## src/rtl/ext_irq_pkg.sv

```systemverilog
package ext_irq_pkg;
  localparam int unsigned IRQ_COUNT   = 4;
  localparam int unsigned CTRL_W      = 32;
  localparam int unsigned SENSE_W     = 2;
  localparam int unsigned SYNC_STAGES = 2;
  localparam int unsigned MEN_BIT     = 12;
  localparam int unsigned CLR_TOP     = 27;
  localparam int unsigned SENSE_TOP   = 23;

  localparam logic [SENSE_W-1:0] SENSE_LVL_HI = 2'b00;
  localparam logic [SENSE_W-1:0] SENSE_RISE   = 2'b01;
  localparam logic [SENSE_W-1:0] SENSE_FALL   = 2'b10;
  localparam logic [SENSE_W-1:0] SENSE_LVL_LO = 2'b11;

  function automatic int unsigned clr_bit(input int unsigned idx);
    return CLR_TOP - idx;
  endfunction

  function automatic int unsigned sense_lsb(input int unsigned idx);
    return SENSE_TOP - 1 - SENSE_W * idx;
  endfunction
endpackage

```

## src/rtl/irq_sync.sv

```systemverilog
module irq_sync #(
  parameter int unsigned WIDTH  = 4,
  parameter int unsigned STAGES = 2
) (
  input  logic             clk,
  input  logic             rst_n,
  input  logic [WIDTH-1:0] d,
  output logic [WIDTH-1:0] q
);
  logic [WIDTH-1:0] stage_q [STAGES];
  logic [WIDTH-1:0] stage_d [STAGES];

  always_comb begin
    stage_d[0] = d;
    for (int s = 1; s < int'(STAGES); s++) stage_d[s] = stage_q[s-1];
  end

  generate
    for (genvar s = 0; s < int'(STAGES); s++) begin : g_stage
      always_ff @(posedge clk or negedge rst_n) begin
        if (!rst_n) stage_q[s] <= '0;
        else        stage_q[s] <= stage_d[s];
      end
    end
  endgenerate

  assign q = stage_q[STAGES-1];
endmodule

```

## src/rtl/irq_ctrl_reg.sv

```systemverilog
module irq_ctrl_reg
  import ext_irq_pkg::*;
#(
  parameter int unsigned N = IRQ_COUNT
) (
  input  logic                      clk,
  input  logic                      rst_n,
  input  logic                      wr_en,
  input  logic [CTRL_W-1:0]         wdata,
  output logic [CTRL_W-1:0]         rdata,
  output logic [N-1:0][SENSE_W-1:0] sense_o,
  output logic                      men_o,
  output logic [N-1:0]              clr_o,
  output logic [N-1:0]              chg_o
);
  logic [N-1:0][SENSE_W-1:0] sense_q, sense_d;
  logic                      men_q, men_d;

  always_comb begin
    sense_d = sense_q;
    men_d   = men_q;
    if (wr_en) begin
      men_d = wdata[MEN_BIT];
      for (int i = 0; i < int'(N); i++) sense_d[i] = wdata[sense_lsb(i) +: SENSE_W];
    end
  end

  always_ff @(posedge clk or negedge rst_n) begin
    if (!rst_n) begin
      sense_q <= '0;
      men_q   <= 1'b0;
    end else begin
      sense_q <= sense_d;
      men_q   <= men_d;
    end
  end

  always_comb begin
    rdata          = '0;
    rdata[MEN_BIT] = men_q;
    for (int i = 0; i < int'(N); i++) begin
      rdata[sense_lsb(i) +: SENSE_W] = sense_q[i];
      clr_o[i] = wr_en & wdata[clr_bit(i)];
      chg_o[i] = wr_en & (wdata[sense_lsb(i) +: SENSE_W] != sense_q[i]);
    end
  end

  assign sense_o = sense_q;
  assign men_o   = men_q;

  // the enable written is the enable held
  a_r2_enable_stored: assert property (@(posedge clk) disable iff (!rst_n)
    wr_en |=> (men_o == $past(wdata[MEN_BIT])));
endmodule

```

## src/rtl/irq_sense_chan.sv

```systemverilog
module irq_sense_chan
  import ext_irq_pkg::*;
(
  input  logic               clk,
  input  logic               rst_n,
  input  logic               pin_s,
  input  logic [SENSE_W-1:0] sense,
  input  logic               men,
  input  logic               clr,
  input  logic               chg,
  output logic               pend
);
  logic prev_q, prev_d;
  logic flag_q, flag_d;
  logic edge_evt;
  logic level_mode;

  assign level_mode = (sense == SENSE_LVL_HI) || (sense == SENSE_LVL_LO);

  always_comb begin
    unique case (sense)
      SENSE_RISE: edge_evt = pin_s & ~prev_q;
      SENSE_FALL: edge_evt = ~pin_s & prev_q;
      default:    edge_evt = 1'b0;
    endcase
  end

  always_comb begin
    prev_d = pin_s;
    flag_d = flag_q;
    if (chg)                  flag_d = 1'b0;
    else if (men && edge_evt) flag_d = 1'b1;
    else if (clr)             flag_d = 1'b0;
  end

  always_ff @(posedge clk or negedge rst_n) begin
    if (!rst_n) begin
      prev_q <= 1'b0;
      flag_q <= 1'b0;
    end else begin
      prev_q <= prev_d;
      flag_q <= flag_d;
    end
  end

  always_comb begin
    if (!men)            pend = 1'b0;
    else if (level_mode) pend = pin_s ^ (sense == SENSE_LVL_LO);
    else                 pend = flag_q;
  end

  // a captured edge persists until cleared or reconfigured
  a_r4_flag_holds: assert property (@(posedge clk) disable iff (!rst_n)
    (flag_q && !clr && !chg) |=> flag_q);
  // a clear without a coincident edge drops the flag
  a_r5_clear_drops: assert property (@(posedge clk) disable iff (!rst_n)
    (clr && !chg && !(men && edge_evt)) |=> !flag_q);
  // a new edge beats a coincident clear
  a_r8_edge_wins: assert property (@(posedge clk) disable iff (!rst_n)
    (men && edge_evt && clr && !chg) |=> flag_q);
  // reconfiguration wipes the flag
  a_r9_reconfig_clears: assert property (@(posedge clk) disable iff (!rst_n)
    chg |=> !flag_q);
  // no capture while masked
  a_r6_masked_no_set: assert property (@(posedge clk) disable iff (!rst_n)
    (!men && !flag_q) |=> !flag_q);
endmodule

```

## src/rtl/ext_irq_cond.sv

```systemverilog
module ext_irq_cond
  import ext_irq_pkg::*;
(
  input  logic              clk,
  input  logic              rst_n,
  input  logic              ctrl_wr,
  input  logic [CTRL_W-1:0] ctrl_wdata,
  output logic [CTRL_W-1:0] ctrl_rdata,
  input  logic [IRQ_COUNT-1:0] irq_pin,
  output logic [IRQ_COUNT-1:0] irq_pend
);
  logic [1:0] rst_q, rst_d;
  logic       rst_int_n;

  assign rst_d = {rst_q[0], 1'b1};

  always_ff @(posedge clk or negedge rst_n) begin
    if (!rst_n) rst_q <= '0;
    else        rst_q <= rst_d;
  end

  assign rst_int_n = rst_q[1];

  logic [IRQ_COUNT-1:0]              pin_s;
  logic [IRQ_COUNT-1:0][SENSE_W-1:0] sense;
  logic                              men;
  logic [IRQ_COUNT-1:0]              clr;
  logic [IRQ_COUNT-1:0]              chg;

  irq_sync #(.WIDTH(IRQ_COUNT), .STAGES(SYNC_STAGES)) sync_i (
    .clk  (clk),
    .rst_n(rst_int_n),
    .d    (irq_pin),
    .q    (pin_s)
  );

  irq_ctrl_reg #(.N(IRQ_COUNT)) reg_i (
    .clk    (clk),
    .rst_n  (rst_int_n),
    .wr_en  (ctrl_wr),
    .wdata  (ctrl_wdata),
    .rdata  (ctrl_rdata),
    .sense_o(sense),
    .men_o  (men),
    .clr_o  (clr),
    .chg_o  (chg)
  );

  generate
    for (genvar i = 0; i < int'(IRQ_COUNT); i++) begin : g_chan
      irq_sense_chan chan_i (
        .clk  (clk),
        .rst_n(rst_int_n),
        .pin_s(pin_s[i]),
        .sense(sense[i]),
        .men  (men),
        .clr  (clr[i]),
        .chg  (chg[i]),
        .pend (irq_pend[i])
      );
    end
  endgenerate

  // masked block shows no pending interrupt one cycle after disable
  a_r6_masked_quiet: assert property (@(posedge clk) disable iff (!rst_int_n)
    (ctrl_wr && !ctrl_wdata[MEN_BIT]) |=> (irq_pend == '0));
endmodule

```

## config.mk

```make
export PLATFORM = sky130hd
export DESIGN_NAME = ext_irq_cond
export DESIGN_NICKNAME = d
export VERILOG_FILES = /design/src/rtl/ext_irq_pkg.sv /design/src/rtl/irq_sync.sv /design/src/rtl/irq_ctrl_reg.sv /design/src/rtl/irq_sense_chan.sv /design/src/rtl/ext_irq_cond.sv
export SDC_FILE = /design/constraint.sdc
export NUM_CORES = 1
export LEC_CHECK = 0
export ABC_CLOCK_PERIOD_IN_PS = 1600
export BUFFER_PORTS_ARGS = -buffer_cell sky130_fd_sc_hd__buf_2
export CORE_UTILIZATION = 45
export CTS_CLUSTER_SIZE = 12
export DETAILED_ROUTE_END_ITERATION = 6
export PLACE_DENSITY_LB_ADDON = 0.05
export SETUP_SLACK_MARGIN = 0.15
export SLEW_MARGIN = 10
export SYNTH_ARGS = -nofsm -noshare
export SYNTH_HDL_FRONTEND = slang
export SYNTH_SLANG_ARGS = --single-unit
```

## constraint.sdc

```tcl
create_clock -name clk -period 1.6 [get_ports clk]
set_input_delay 0.24 -clock clk [delete_from_list [all_inputs] [get_ports clk]]
set_output_delay 0.24 -clock clk [all_outputs]
set_load 0.01 [all_outputs]
```

# Yosys cells after proc, flatten, opt, wreduce, memory -nomap -nowiden
# Cells that the tools add are included.
# classes
n_eq_ne,16
n_mux,24
n_bitwise,28
n_reduce_logical,16
# ops
operator,count
$mux W1,20
$and A1 B1 Y1,16
$eq A2 B2 Y1 const B,8
$reduce_bool A3 Y1,4
$eq A2 B1 Y1 const B,4
$logic_not A2 Y1,4
$ne A2 B2 Y1,4
$not A1 Y1,8
$pmux W1 S2,4
$logic_and A1 B1 Y1,4
$logic_or A1 B1 Y1,4
$xor A1 B1 Y1,4
# word_totals
ff_bits,27
input_bits,39
output_inout_bits,36
word_cells,100

# Depth between registers and ports, before layout
# logic_depth
ltp_word,6
depth_mapped,6

# By module
# Synthesis repeated with hierarchy kept, for this count alone.
# hier_totals
hier_cells,144
hier_area_um2,1584.0
# by_module_without_submodules
module,instances,cells_per_inst,area_per_inst_um2,seq_area_each_um2
irq_ctrl_reg,1,69,734.5,225.2
irq_sense_chan,4,16,148.9,50.0
irq_sync,1,8,200.2,200.2
ext_irq_cond,1,3,53.8,50.0

# Least setup slack after synthesis
# OpenSTA, ideal clock, no wires.
# synth_timing
path_kind,flip-flop to output port
start,reg reg_i.sense_q (netlist bit reg_i.rdata[22])
end,out irq_pend[0]
arrival_time_ns,1.176
required_ns,1.360
setup_slack_ns,0.184
stages_incl_launch_ff,5
n_path_buf,1
cell_sequence,dfrtp_1 > inv_1 > ha_1 > o211a_1 > buf_4
# synth_between
elab_chain_len,4
elab_cells_between_ends,6
# synth_lines
item,line,source
start: declaration,irq_ctrl_reg.sv:16,"logic [N-1:0][SENSE_W-1:0] sense_q, sense_d;"
start signal: assignment,irq_ctrl_reg.sv:33,sense_q <= sense_d;
$eq A2 B2 Y1 or $logic_not A2 Y1 (tied branches),"irq_sense_chan.sv:18, irq_sense_chan.sv:48",
$xor A1 B1 Y1 or $logic_or A1 B1 Y1 (tied branches),"irq_sense_chan.sv:48, irq_sense_chan.sv:18",
$mux W1 *,irq_sense_chan.sv:48,else if (level_mode) pend = pin_s ^ (sense == SENSE_LVL_LO);
$mux W1 *,irq_sense_chan.sv:47,if (!men) pend = 1'b0;
end: declaration,ext_irq_cond.sv:10,output logic [IRQ_COUNT-1:0] irq_pend
# Mark *: on every way between the ends. The rest lies on a longest branch, timed or not.

# Worst setup path in the final report
# layout_timing
start,reg reg_i.sense_q (netlist bit reg_i.rdata[23])
end,out irq_pend[0]
# The elaborated chain is that of the path after synthesis.

==> impl_summary.txt <==
----------------------------------------------------
[CTS]
  Clock Tree Root ... sky130_fd_sc_hd__clkbuf_4
  Clock slew at reported path FFs ... ~0.13 ns
  Number of sinks on the clock net ... 27
  Later-pin clock latency in the skew report ... approximately 0.32 ns
  Longest Clk Path Bufs ... 2
  H-tree depth ... 1
  CTS Buf Count ... 3
  TritonCTS clock tree ... built

[Synth]
  Post-synthesis sequential element count ... 27
  Average size of a mapped cell ... between 10 and 15 sq um
  Sequential-to-total area share from yosys stat ... 44.59%
  Yosys warns ... 0
  Post-synthesis cell area ... around 0.0015 sq mm
  Number of library cell types mapped by synthesis ... 16
  Post-Syn Instances ... 150

[Global routing]
  Antenna violations before repair ... 0
  Pin count of the biggest net entering global routing ... 21
  GRT Overall Usage ... 15.75%
  Overflow left after global routing ... 0
  Vias in the first global route ... 1012
  Global-route wire length before repair ... 4133 um

[Timing]
  Final sum of negative setup slack ... -0.2239 ns
  Unrepaired setup endpoints after global routing ... yes
  Fmax ... between 0.5 and 0.6 GHz
  Fin crit period ... between 1.5 and 2 ns
  Number of hold violations in the final report ... 0
  Final setup violation count ... 4
  Max Transition Viols Final ... 0
  Final Worst Setup Slack ... -0.06840 ns
  Clock tree skew after final layout ... roughly 0.00075 ns
  Share of the cycle needed by the critical path after routing ... 104.3%

[Layout]
  Share of layout cells above drive strength 1 ... about two fifths
  Core Util, Final ... between 60% and 70%
  Post-layout net count ... roughly 250
  Synth-to-layout area growth ... 26.75%
  Antenna cell count ... 0
  FILL cells ... roughly 280

[Placed design]
  Port bufs ... 32
  Final estimated routing congestion in global placement ... roughly 0.76
  Post-detail-place hpwl ... approximately 1700 um

[Drt]
  Average via count per standard cell ... 4.370
  Vias ... between 1000 and 1500
  Routed Antenna Nets ... 0
  Overall routed net length ... ~2500 um
  Drt wl/cell ... between 10 and 15 um
  Remaining DRCs ... 0
  First drt pass iteration count ... 4
  Initial DRC Count ... 18

[Setup path]
  Largest fanout on the critical path ... 3
  Setup crit start kind ... flop
  Cell-by-cell trace of the critical path ... ha_2, xnor2_2, nand2_1, o211a_1, buf_2
  Worst setup path class ... flop to primary output
  Critical Path Max Stage Delay ... 0.46 ns
  Worst EP arrival ... ~1.4 ns
  Crit path capture type ... primary output
  Highest-delay cell along the critical path ... sky130_fd_sc_hd__dfrtp_1
  Required time of the worst setup path ... 1.36 ns

[Floorplanning]
  Site Rows ... 20
  Horiz. Die Dim ... roughly 60 um
  CORE AREA ... approximately 0.0031 sq mm
  Full die area ... 0.003603 sq mm
  Y dimension of the die ... 60.03 um
  I/O pins ... 75
  Starting Density ... 48.44%

[Job]
  Max-cap violation count ... 0

[Pwr]
  Part of the power in the clock network ... 19.4%
  Peak supply drop ... between 0.5 and 0.6 mV
  Net switching power of the design ... between 400 and 500 uW
  Comb power frac ... between 20% and 30%
  Switching share of power ... 29.47%
  Cell internal pwr ... roughly 1000 uW
  Standby leakage power ... slightly below 0.001 uW
  Power density cells ... roughly 770 mW/mm^2
  Relative contribution of sequential cells to total power ... 52.7%

[Run status]
  Outcome ... finished, violations left
  Violated checks ... negative setup slack

[Hold path]
  Classification of the worst-slack hold path ... primary input to flop

----------------------------------------------------
-- synth_stat cells --
cell / instances / area share [%]
sky130_fd_sc_hd__a21oi_1: 4 / 1.3
sky130_fd_sc_hd__a32oi_1: 4 / 2.3
sky130_fd_sc_hd__buf_2: 1 / 0.33
sky130_fd_sc_hd__buf_4: 29 / 14
sky130_fd_sc_hd__buf_6: 2 / 1.5
sky130_fd_sc_hd__conb_1: 2 / 0.50
sky130_fd_sc_hd__dfrtp_1: 27 / 45
sky130_fd_sc_hd__ha_1: 12 / 9.9
sky130_fd_sc_hd__inv_1: 12 / 3.0
sky130_fd_sc_hd__mux2_2: 1 / 0.74
sky130_fd_sc_hd__nand2_1: 24 / 5.9
sky130_fd_sc_hd__nand3b_1: 4 / 2.0
sky130_fd_sc_hd__o211a_1: 4 / 2.6
sky130_fd_sc_hd__o21ai_0: 10 / 3.3
sky130_fd_sc_hd__o21ai_1: 2 / 0.66
sky130_fd_sc_hd__xnor2_1: 12 / 6.9
-- cell families after synthesis --
group,share of synthesized area (%)
fa+ha+maj,9.909
xor+xnor,6.936
simple gates,7.928
flops,44.59
buf+inv,19.16
mux,0.7431
other cells,0.4956
compound gates,10.24
-- routing by layer --
layer	part of all wire (%)	track usage, %	wire length (um)
met1	46	19.39	1165
met2	49	26.98	1228
met3	4.1	2.597	103
met4	1.2	6.977	30
met5	0	0	0
-- worst max-delay path: cells and delay by family, from the launching register on --
kind | cells | cell delay [ns]
flip-flops | 1 | 0.46
adder cells (fa/ha/maj) | 1 | 0.21
AO/OA/AOI/OAI | 1 | 0.14
XOR/XNOR | 1 | 0.12
buffers and inverters | 1 | 0.12
AND/OR/NAND/NOR | 1 | 0.06
-- through the flow --
step                      hold WS, ns  instances  power, uW  setup WS [ns]  area, sq um
final                          0.1448        243       1475       -0.06840         1921
after global routing           0.1253        243       1581        -0.1496         1921
after CTS                      0.1258        241       1459       -0.09063         1843
after detailed placement      0.03012        219       1077         0.1559         1590
after global placement        0.02746        219       1071         0.1673         1590
after floorplan              -0.05559        172       1046         0.1836         1598
-- state kept, by name, indices dropped and copies added (netlist names) --
name / cells
reg_i.rdata: 8
g_chan.chan_i.prev_q: 4
sync_i.q: 4
sync_i.stage_d: 4
rst_q: 2
reg_i.men_o: 1
g_chan.chan_i.flag_q: 4
-- cell type report --
type / instances / area (sq um) / share of cell area, %
flip-flops and latches: 27 / 681.9 / 35.50
well taps: 44 / 55.05 / 2.866
repair buffers: 55 / 369.1 / 19.22
inverters: 12 / 45.04 / 2.345
multi-input cells: 101 / 743.2 / 38.70
clock buffers: 4 / 26.28 / 1.368
-- power groups by stage --
stage	clock network [uW]	registers (uW)	logic, uW
2_1_floorplan	0	791	255
3_3_place_gp	0	786	285
3_5_place_dp	0	787	289
4_1_cts	309	773	378
5_1_grt	332	785	464
6_report	286	777	412
-- timing repair --
| action | 4_1_cts | 5_1_grt |
|---|---|---|
| setup endpoints to repair | 4 | 6 |
| setup buffers | 13 | 2 |
| endpoints found under the hold margin | 6 | 0 |
| hold buffers | 5 | 0 |
| resized for setup | 18 | 13 |
| pin swaps | 6 | 13 |
-- cell usage in the layout, fill, tap and decap left out, drive strengths merged --
master,instances
nand2,24
a21oi,4
conb,24
buf,50
dfrtp,27
nand3b,4
xnor2,12
inv,12
mux2,1
o21ai,12
o211a,4
ha,12
a32oi,4
clkbuf,4
dlygate4sd3,5
-- final timing paths --
check,slack [ns],cells after the start,end,from
setup reg to reg,0.21,8,g_chan[2].chan_i.flag_q$_DFFE_PN0P_,reg_i.rdata[19]$_DFFE_PN0P_
hold reg to reg,0.19,1,reg_i.rdata[23]$_DFFE_PN0P_,rst_q[1]$_DFF_PN0_
max in group asynchronous,1.20,1,reg_i.rdata[17]$_DFFE_PN0P_,rst_q[1]$_DFF_PN0_
hold / removal,0.14,2,reg_i.men_o$_DFFE_PN0P_,ctrl_wdata[12]
min in group asynchronous,0.19,1,reg_i.rdata[23]$_DFFE_PN0P_,rst_q[1]$_DFF_PN0_
setup / recovery,-0.07,5,irq_pend[0],reg_i.rdata[23]$_DFFE_PN0P_
Note: power is estimated with default switching activity, not from simulation.
